--- src/rtl/cond_pkg.sv ---
package cond_pkg;
  localparam int FLAG_W = 4;
  localparam int CODE_W = 3;

  typedef struct packed {
    logic zero;
    logic neg;
    logic ovf;
    logic carry;
  } flags_t;

  typedef enum logic [CODE_W-1:0] {
    CC_CARRY = 3'd0,
    CC_SLT   = 3'd1,
    CC_UGT   = 3'd2,
    CC_SGT   = 3'd3,
    CC_NEG   = 3'd4,
    CC_ZERO  = 3'd5,
    CC_NONE6 = 3'd6,
    CC_NONE7 = 3'd7
  } cond_code_t;
endpackage

--- src/rtl/cond_rst_sync.sv ---
module cond_rst_sync #(
  parameter int STAGES = 2
) (
  input  logic clk,
  input  logic rst_n_i,
  output logic rst_n_o
);
  logic [STAGES-1:0] chain_q;
  logic [STAGES-1:0] chain_d;

  generate
    if (STAGES == 1) begin : g_single
      assign chain_d = 1'b1;
    end else begin : g_multi
      assign chain_d = {chain_q[STAGES-2:0], 1'b1};
    end
  endgenerate

  always_ff @(posedge clk or negedge rst_n_i) begin
    if (!rst_n_i) chain_q <= '0;
    else          chain_q <= chain_d;
  end

  assign rst_n_o = chain_q[STAGES-1];
endmodule

--- src/rtl/cond_flags_reg.sv ---
module cond_flags_reg
  import cond_pkg::*;
(
  input  logic   clk,
  input  logic   rst_n,
  input  logic   load_i,
  input  flags_t flags_i,
  input  logic   invert_i,
  output flags_t flags_o
);
  flags_t flags_q, flags_d;
  logic   flags_en;

  assign flags_en = load_i | invert_i;

  always_comb begin
    flags_d = flags_q;
    if (load_i)        flags_d = flags_i;
    else if (invert_i) flags_d = ~flags_q;
  end

  always_ff @(posedge clk or negedge rst_n) begin
    if (!rst_n)        flags_q <= '0;
    else if (flags_en) flags_q <= flags_d;
  end

  assign flags_o = flags_q;

  AST_FLAG_INVERT: assert property (@(posedge clk) disable iff (!rst_n)
    (invert_i && !load_i) |=> (flags_o == ~$past(flags_o)));
  AST_FLAG_LOAD: assert property (@(posedge clk) disable iff (!rst_n)
    load_i |=> (flags_o == $past(flags_i)));
  AST_FLAG_HOLD: assert property (@(posedge clk) disable iff (!rst_n)
    (!load_i && !invert_i) |=> $stable(flags_o));
endmodule

--- src/rtl/cond_eval.sv ---
module cond_eval
  import cond_pkg::*;
(
  input  flags_t            flags_i,
  input  logic [CODE_W-1:0] code_i,
  output logic              true_o
);
  localparam int NUM_CODES = 1 << CODE_W;
  localparam int NUM_REAL  = 6;

  logic [NUM_CODES-1:0] cond_vec;
  logic                 lt_signed;

  assign lt_signed = flags_i.neg ^ flags_i.ovf;

  assign cond_vec[CC_CARRY] = flags_i.carry;
  assign cond_vec[CC_SLT]   = lt_signed;
  assign cond_vec[CC_UGT]   = ~flags_i.carry & ~flags_i.zero;
  assign cond_vec[CC_SGT]   = ~lt_signed & ~flags_i.zero;
  assign cond_vec[CC_NEG]   = flags_i.neg;
  assign cond_vec[CC_ZERO]  = flags_i.zero;

  generate
    for (genvar i = NUM_REAL; i < NUM_CODES; i++) begin : g_never
      assign cond_vec[i] = 1'b0;
    end
  endgenerate

  assign true_o = cond_vec[code_i];

  always_comb begin
    AST_RESERVED_FALSE: assert (!(code_i >= CODE_W'(NUM_REAL) && true_o));
    AST_UGT_EXCL: assert (!(cond_vec[CC_UGT] && (cond_vec[CC_CARRY] || cond_vec[CC_ZERO])));
    AST_SGT_EXCL: assert (!(cond_vec[CC_SGT] && (cond_vec[CC_SLT] || cond_vec[CC_ZERO])));
  end
endmodule

--- src/rtl/cond_select_top.sv ---
module cond_select_top
  import cond_pkg::*;
#(
  parameter int DATA_W      = 32,
  parameter int ADDR_W      = 32,
  parameter int SYNC_STAGES = 2
) (
  input  logic              clk,
  input  logic              rst_n,
  input  logic              flags_load_i,
  input  logic [3:0]        flags_i,
  input  logic              flags_invert_i,
  input  logic              op_valid_i,
  input  logic              op_is_jump_i,
  input  logic [2:0]        cond_code_i,
  input  logic [DATA_W-1:0] src_true_i,
  input  logic [DATA_W-1:0] src_false_i,
  input  logic [ADDR_W-1:0] jump_target_i,
  output logic              move_valid_o,
  output logic [DATA_W-1:0] move_data_o,
  output logic              branch_taken_o,
  output logic [ADDR_W-1:0] branch_target_o,
  output logic [3:0]        flags_o
);
  logic        rst_sync_n;
  flags_t      flags_cur;
  logic        cond_true;

  logic              mv_valid_q, mv_valid_d;
  logic [DATA_W-1:0] mv_data_q, mv_data_d;
  logic              br_taken_q, br_taken_d;
  logic [ADDR_W-1:0] br_tgt_q, br_tgt_d;
  logic              mv_en, br_en;

  cond_rst_sync #(.STAGES(SYNC_STAGES)) u_rst (
    .clk(clk), .rst_n_i(rst_n), .rst_n_o(rst_sync_n)
  );

  cond_flags_reg u_flags (
    .clk(clk), .rst_n(rst_sync_n),
    .load_i(flags_load_i), .flags_i(flags_t'(flags_i)),
    .invert_i(flags_invert_i), .flags_o(flags_cur)
  );

  cond_eval u_eval (
    .flags_i(flags_cur), .code_i(cond_code_i), .true_o(cond_true)
  );

  assign mv_en = op_valid_i & ~op_is_jump_i;
  assign br_en = op_valid_i &  op_is_jump_i;

  always_comb begin
    mv_valid_d = mv_en;
    br_taken_d = br_en & cond_true;
    mv_data_d  = cond_true ? src_true_i : src_false_i;
    br_tgt_d   = jump_target_i;
  end

  always_ff @(posedge clk or negedge rst_sync_n) begin
    if (!rst_sync_n) begin
      mv_valid_q <= 1'b0;
      br_taken_q <= 1'b0;
    end else begin
      mv_valid_q <= mv_valid_d;
      br_taken_q <= br_taken_d;
    end
  end

  always_ff @(posedge clk or negedge rst_sync_n) begin
    if (!rst_sync_n)  mv_data_q <= '0;
    else if (mv_en)   mv_data_q <= mv_data_d;
  end

  always_ff @(posedge clk or negedge rst_sync_n) begin
    if (!rst_sync_n)  br_tgt_q <= '0;
    else if (br_en)   br_tgt_q <= br_tgt_d;
  end

  assign move_valid_o    = mv_valid_q;
  assign move_data_o     = mv_data_q;
  assign branch_taken_o  = br_taken_q;
  assign branch_target_o = br_tgt_q;
  assign flags_o         = flags_cur;

  AST_MOVE_TRUE: assert property (@(posedge clk) disable iff (!rst_sync_n)
    (mv_en && cond_true) |=> (move_valid_o && move_data_o == $past(src_true_i)));
  AST_MOVE_FALSE: assert property (@(posedge clk) disable iff (!rst_sync_n)
    (mv_en && !cond_true) |=> (move_valid_o && move_data_o == $past(src_false_i)));
  AST_JUMP_TAKEN: assert property (@(posedge clk) disable iff (!rst_sync_n)
    (br_en && cond_true) |=> (branch_taken_o && branch_target_o == $past(jump_target_i)));
  AST_MOVE_NO_BRANCH: assert property (@(posedge clk) disable iff (!rst_sync_n)
    (op_valid_i && !op_is_jump_i) |=> !branch_taken_o);
  AST_JUMP_NO_MOVE: assert property (@(posedge clk) disable iff (!rst_sync_n)
    (op_valid_i && op_is_jump_i) |=> !move_valid_o);
  AST_IDLE_QUIET: assert property (@(posedge clk) disable iff (!rst_sync_n)
    !op_valid_i |=> (!move_valid_o && !branch_taken_o));
endmodule

--- config.mk ---
export PLATFORM = sky130hd
export DESIGN_NAME = cond_select_top
export DESIGN_NICKNAME = d
export VERILOG_FILES = /design/src/rtl/cond_pkg.sv /design/src/rtl/cond_rst_sync.sv /design/src/rtl/cond_flags_reg.sv /design/src/rtl/cond_eval.sv /design/src/rtl/cond_select_top.sv
export SDC_FILE = /design/constraint.sdc
export NUM_CORES = 1
export LEC_CHECK = 0
export ABC_AREA = 1
export CORE_UTILIZATION = 30
export DETAILED_ROUTE_END_ITERATION = 10
export GPL_ROUTABILITY_DRIVEN = 0
export PLACE_DENSITY = 0.74
export SYNTH_ARGS = -nofsm -noshare
export SYNTH_HDL_FRONTEND = slang
export SYNTH_HIERARCHICAL = 1
export SYNTH_SLANG_ARGS = --single-unit
--- constraint.sdc ---
create_clock -name clk -period 5.07 [get_ports clk]
set_clock_uncertainty 0.15 [all_clocks]
set_input_delay 1.014 -clock clk [delete_from_list [all_inputs] [get_ports clk]]
set_output_delay 1.014 -clock clk [all_outputs]
set_load 0.02 [all_outputs]
# After elaboration in Yosys (flattened, before gate mapping)
# Index checks and enable logic that the tools add are counted.
[word_totals]
out_inout_bits = 70
input_bits = 109
reg_bits = 72
[op_classes]
muxes = 5
bitwise = 12
reduce_logical = 2
n_lt_le_gt_ge = 1
[op_table]
columns = ["op", "count"]
rows = [
  ["$mux W32", 1],
  ["$mux W4", 2],
  ["$and A1 B1 Y1", 5],
  ["$lt A3 B4 Y1 const B", 1],
  ["$not A1 Y1", 4],
  ["$not A4 Y4", 1],
  ["$bmux W1 S3", 1],
  ["$reduce_and A2 Y1", 1],
  ["$reduce_bool A2 Y1", 1],
  ["$mux W1", 1],
  ["$or A1 B1 Y1", 1],
  ["$xor A1 B1 Y1", 1],
]

# Depth between registers and ports, before layout
# Gate-level depths: netlist (run 1).
[logic_depth]
depth_word = 6
ltp_mapped = 13

# Cells and area by module
# The synthesis (run 1) kept the hierarchy.
[by_module_without_submodules]
columns = ["module", "area_per_inst_um2", "cells_per_inst", "instances"]
rows = [
  ["cond_select_top", 2981.6, 384, 1],
  ["cond_flags_reg", 210.2, 22, 1],
  ["cond_eval", 91.3, 20, 1],
  ["cond_rst_sync", 53.8, 3, 1],
]

# Worst setup path before layout (run 1)
# No wires, ideal clock.
[synth_path]
kind = "input-to-reg"
from = "input port cond_code_i[1]"
to = "register mv_data_q[22] (netlist: move_data_o[22])"
slack_ps = 2887
required_time_ps = 4804
arrival_time_ps = 1916
setup_time_ps = 116
cell_stages = 12
cell_sequence = "inv_1 -> or2_1 -> nand3_1 -> nand3_1 -> nand2_1 -> buf_2 -> inv_2 -> buf_6 -> nand2_1 -> nand2_1 -> nand2_1 -> nand2_1"
[synth_between]
elab_chain_cells = 3
[synth_lines]
columns = ["element", "line_no", "rtl"]
rows = [
  ["from (decl)", "cond_select_top.sv:15", "input logic [2:0] cond_code_i,"],
  ["$bmux W1 S3", "cond_eval.sv:29", "assign true_o = cond_vec[code_i];"],
  ["$mux W1 (implied by the code)", "cond_eval.sv:29", ""],
  ["via cond_true", "cond_select_top.sv:27", "logic cond_true;"],
  ["$mux W32", "cond_select_top.sv:55", "mv_data_d = cond_true ? src_true_i : src_false_i;"],
  ["to (signal assigned)", "cond_select_top.sv:71", "else if (mv_en) mv_data_q <= mv_data_d;"],
  ["to (decl)", "cond_select_top.sv:30", "logic [DATA_W-1:0] mv_data_q, mv_data_d;"],
]
# The timed path passes the listed nets, and every way through them passes these cells. The select of a mux whose other input is x is not followed.
# A chain may end at the register's enable or synchronous reset.

# Final worst setup path (run 1)
[layout_path]
from = "input port cond_code_i[1]"
to = "register mv_data_q[4] (netlist: move_data_o[4])"
# Same word-level chain as after synthesis.

==> run metrics, run 1 <==
status=finished, final reports clean; drt drc=0; Area contributors post-synth=dfrtp_1 54%, nand2_1 30%, nand3_1 5.5%; Top FF cell, synth=dfrtp_1; sw power=0.528 mW; CTS H-tree lvls=3; cell mode on critical path=nand2_1; Post-synth ARST share=1.00; crit-path max cell delay=470 ps; Avg Vias per Cell=4.48; CP delay by family, top=buffers and inverters; grt ovf=0; Core ar.=10800 µm²; Synth Area per Inst=7.78 µm²; Routed met3 length=910 µm; Setup violations, final=0; cell taking the most area after synthesis=dfrtp_1; normalized max-slew margin=0.383; Crit-path slowest cell=clkdlybuf4s50_1; met1 wire length=4.11 mm; effective utilization at floorplan=0.308; uppermost layer routed=met4; row count=38; crit-path cells=clkdlybuf4s50_1 > inv_1 > or2_1 > nand3_1 > nand3_1 > nand2_1 > buf_4 > inv_2 > nand2_1 > nand2_1 > nand2_1 > nand2_1; Buf+Inv Stages, Crit Path=4; critical path type=input pin to flip-flop; Ports=179; post-cts resize count=0; Max FO, Critical Path=33; ANT cells=0; DP HPWL=6.93 mm; Arr. time, crit path=2920 ps; post-synthesis cell area=3340 µm²; Die Y=107 µm; detailed-route via count=3320; syn nets=538; initial antenna violation count=0; Root Buffer=clkbuf_8; Setup TNS=0 ps; Period minus WS final=2850 ps; Syn-to-layout area delta=59.8%; final core utilization=0.492; Die Width=107 µm; final hold vios=0; Flop pwr share=0.424; f_max=351 MHz; post-route total power=1.68 mW; Cells after Synth=429; Post-DP Area=5150 µm²; Max clock buf depth=2; PwrDens=316 nW/µm²; number of hold buffers added after cts=0; yosys warns=6; largest net degree at the start of global routing=71; top post-synthesis cells by count=271 x nand2_1, 72 x dfrtp_1, 37 x nand3_1; Sink Count=72; antenna-violating nets left=0; period utilization=0.562; worst vdd ir=0.000141 V; vias in the first global route=3389; sequential area share after synthesis=0.540; DRT Pass-1 Iters=4; slew of the pin with the lowest slew margin=926 ps; Logic pwr share=0.315; FILL cells=1070; number of synthesized flops with an enable pin=0; Worst Hold Class=flip-flop to flip-flop; gr usage total=0.169; clk slew on worst S/H paths=70 ps; cell area after layout=5330 µm²; Synth top area share=0.540; WP data required=5150 ps; Leak=2.66 nW; Switching Fraction=0.314; WL met2=4.55 mm; final hold slack=218 ps; DR WL/cell=13.2 µm; Die ar.=11500 µm²; Post CTS Setup Buffer Count=0; maxcap violations=0; Worst-Skew Late Latency=330 ps; Critical Path Start Type=input pin; Final Max Slew Viols=0; CTS tree=yes; Clock power frac=0.261; unrepaired setup endpoints after global routing=no; final wirelength=9.76 mm; IO buf count=178; count leader, synth=nand2_1; Nets=706; DRT iter0 DRCs=204; internal power=1.16 mW; share of cells above drive strength 1=0.0483; first-pass GRT wire length=15.3 mm; CP endpoint kind=flip-flop; Synth Register Bits=72; Num CTS Buffers=9; post-synth cell types=18
state kept, by name (all words and copies together), names as in the netlist:
name and flops:
branch_taken_o 1, branch_target_o 32, u_rst/chain_q 2, move_data_o 32, move_valid_o 1, u_flags/flags_o 4
area by class of cell:
cell class / count / area (µm²) / area share
clock buffer: 11 / 141 / 0.0265
clock inverter: 4 / 45.0 / 0.00845
inverter: 9 / 36.3 / 0.00680
multi-input combinational: 324 / 1330 / 0.248
sequential: 72 / 1810 / 0.339
tap: 140 / 175 / 0.0328
timing repair buffer: 181 / 1800 / 0.338
routing by layer:
metal / global-route usage / vias to the layer above
met1: 0.195 / 1508
li1: - / 1647
met2: 0.291 / 146
met4: 0.0685 / 0
met5: 0 / -
met3: 0.0527 / 19
power groups by stage:
stage	Clock [mW]	Combinational [mW]	Sequential, mW
after global routing	0.478	0.577	0.726
final	0.439	0.531	0.714
after detailed placement	0	0.535	0.724
after floorplan	0	0.156	0.817
after global placement	0	0.525	0.721
after CTS	0.457	0.537	0.715
worst paths after layout:
kind | startpoint | slack [ps] | depth (start not counted) | to
min in group asynchronous | u_rst/chain_q[1] | 340 | 0 | move_data_o[11]
worst min register to register | u_rst/chain_q[0] | 220 | 0 | u_rst/chain_q[1]
worst min-delay path | u_rst/chain_q[0] | 220 | 0 | u_rst/chain_q[1]
worst max-delay path | cond_code_i[1] | 2220 | 12 | move_data_o[4]
worst max register to register | u_flags/flags_o[2] | 2900 | 12 | move_data_o[29]
max in group asynchronous | u_rst/chain_q[1] | 3860 | 0 | branch_target_o[20]
worst reg2reg max path: cells and delay by family, from the launching register on:
kind | cells | cell delay (ps)
buffers and inverters | 3 | 810
and+or+nand+nor | 9 | 720
DFF | 1 | 440
layout by cell type, fill, tap and decap left out:
cell type and n:
nor2_1 1, nand2_1 271, dfrtp_4 1, nor2_2 1, bufinv_16 1, conb_1 1
nand2_4 1, buf_4 3, clkdlybuf4s50_1 178, inv_4 1, nand3_2 4, inv_1 5
clkinv_2 3, nand2_2 1, nand3b_1 4, inv_2 3, or2_1 2, clkbuf_1 1
o2111ai_1 1, clkbuf_8 10, nand3_1 37, dfrtp_1 71
cell families (layout without fill, tap and decap cells):
group | Yosys count | count (layout) | share of synthesized area
buf+inv | 33 | 205 | 0.0630
compound gates | 1 | 1 | 0.00263
other cells | 1 | 1 | 0.00112
simple gates | 322 | 322 | 0.393
flops | 72 | 72 | 0.540
stage by stage:
step                      worst slack [ps]  instances
after CTS                             2220        741
after detailed placement              1870        726
final                                 2220        741
after global placement                1920        726
after floorplan                       2770        429
after global routing                  2040        741
No activity file was read; power rests on OpenSTA's default activity.
==> run 2, diff against run 1 <==
PLACE_DENSITY = 0.77   (was 0.74)
clock period = 2.3 ns   (was 5.07 ns; I/O delays follow)
==> run metrics, run 2 (synthesis results as in run 1) <==
antenna-violating nets left=0 (unchanged); Syn-to-layout area delta=61.3%; PwrDens=673 nW/µm² (+110%); Setup TNS=0 ps (unchanged); DRT Pass-1 Iters=6 (+2); gr usage total=0.163 (-0.00594); Cells after DPL=729 (+0.41%); Buf+Inv Stages, Crit Path=1 (-3); Critical Path Start Type=flip-flop; CP delay by family, top=buffers and inverters; crit-path cells=clkdlybuf4s50_1; Flop pwr share=0.434 (+0.010); CTS tree=yes; Num CTS Buffers=9 (unchanged); commonest non-fill, non-tap cells in the layout=271 x nand2_1, 178 x clkdlybuf4s50_1, 71 x dfrtp_1; Logic pwr share=0.329 (+0.014); final hold vios=0 (unchanged); Die ar.=11500 µm² (unchanged); IO buf count=178 (unchanged); final core utilization=0.497 (+0.00473); sw power=1.16 mW (+120%); commonest non-fill, non-tap cell in the layout=nand2_1; worst vdd ir=0.000319 V (+130%); reg2reg end=move_data_o[31]; internal power=2.47 mW (+110%); WP data required=1690 ps (-3460 ps); Avg Vias per Cell=4.45 (-0.75%); cell area after layout=5380 µm² (+0.96%); status=finished, final reports clean; drt drc=0 (unchanged); first-pass GRT wire length=14.7 mm (-4.4%); unrepaired setup endpoints after global routing=no; row count=38 (unchanged); share of cells above drive strength 1=0.0529 (+0.00464); register cell area after layout=1810 µm² (unchanged); Max clock buf depth=2 (unchanged); grt ovf=0 (unchanged); Worst-Skew Late Latency=340 ps (about the same); Reg2Reg Depth=10 (-2); R2R setup slack=590 ps (-2310 ps); Nets=709 (+0.42%); DR WL/cell=12.6 µm (-4.3%); Sink Count=72 (unchanged); Core ar.=10800 µm² (unchanged); largest net degree at the start of global routing=71 (unchanged); Root Buffer=clkbuf_8; Ports=179 (unchanged); Switching Fraction=0.320 (+0.00605); DRT iter0 DRCs=163 (-20%); Clock power frac=0.237 (-0.024); number of hold buffers added after cts=0 (unchanged); effective utilization at floorplan=0.308 (unchanged); non-filler cells, final=745 (+0.54%); period utilization=0.879; slew of the pin with the lowest slew margin=880 ps (-46.6 ps); final wirelength=9.39 mm (-3.8%); Post-DP Area=5220 µm² (+1.4%); Die Width=107 µm (unchanged); normalized max-slew margin=0.414 (+0.0311); crit-path max cell delay=640 ps (+170 ps); ANT cells=0 (unchanged); f_max=495 MHz; area occupied by multi-input gates=1330 µm² (unchanged); CTS H-tree lvls=3 (unchanged); FILL cells=1045 (-2.3%); Max FO, Critical Path=6 (-82%); CP endpoint kind=primary output; detailed-route via count=3313 (-0.21%); DP HPWL=6.99 mm (+0.82%); Worst Hold Class=input pin to async pin; Arr. time, crit path=1410 ps (-1510 ps); Setup violations, final=0 (unchanged); vias in the first global route=3261 (-3.8%); Period minus WS final=2020 ps; post-cts resize count=0 (unchanged); critical path type=flip-flop to primary output; initial antenna violation count=0 (unchanged); Crit-path slowest cell=clkdlybuf4s50_1; maxcap violations=0 (unchanged); Die Y=107 µm (unchanged); Final Max Slew Viols=0 (unchanged); Critical R2R Launch=u_flags/flags_o[0]; clk slew on worst S/H paths=70 ps (about the same); stages on the worst setup path=1 (-11); Post CTS Setup Buffer Count=0 (unchanged); Leak=2.68 nW (+0.93%)
run 2: power groups by stage:
stage | sequential [mW] | clock (mW) | combinational [mW]
2_1_floorplan | 1.80 | 0 | 0.345
3_3_place_gp | 1.59 | 0 | 1.18
3_5_place_dp | 1.60 | 0 | 1.20
4_1_cts | 1.58 | 0.910 | 1.21
5_1_grt | 1.60 | 0.971 | 1.29
6_report | 1.57 | 0.859 | 1.19
run 2: metrics by stage:
stage	worst slack [ps]	hold slack, ps	power [mW]
3_3_place_gp	115	187	2.77
2_1_floorplan	647	14.4	2.15
5_1_grt	196	106	3.87
4_1_cts	247	99.6	3.69
6_report	279	128	3.62
3_5_place_dp	74.6	186	2.80
run 2: worst max-delay path by stage:
stage / to / slack [ps] / startpoint
2_1_floorplan: move_data_o[22] / 650 / u_flags/flags_o[3]
3_3_place_gp: move_data_o[8] / 120 / cond_code_i[1]
3_5_place_dp: move_data_o[31] / 70 / cond_code_i[1]
4_1_cts: flags_o[1] / 250 / u_flags/flags_o[1]
5_1_grt: flags_o[1] / 200 / u_flags/flags_o[1]
6_report: flags_o[2] / 280 / u_flags/flags_o[2]
run 2: cell type report:
cell class              instances  share of cell area
clock buffers                  12              0.0270
clock inverters                 4             0.00372
inverters                       9             0.00674
multi-input cells             324               0.246
flip-flops and latches         72               0.335
well taps                     140              0.0325
repair buffers                184               0.349
run 2: routing by layer:
layer,part of all wire,track usage,vias to the layer above
met5,0,0,-
met4,0.011,0.0616,0
met3,0.11,0.0636,9
met2,0.47,0.275,146
met1,0.41,0.187,1510
li1,-,-,1648
==> run 3, diff against run 2 <==
CAP_MARGIN = 30   (was unset)
==> results of run 3 <==
Final layout, timing and power as in run 2 (identical DEF).
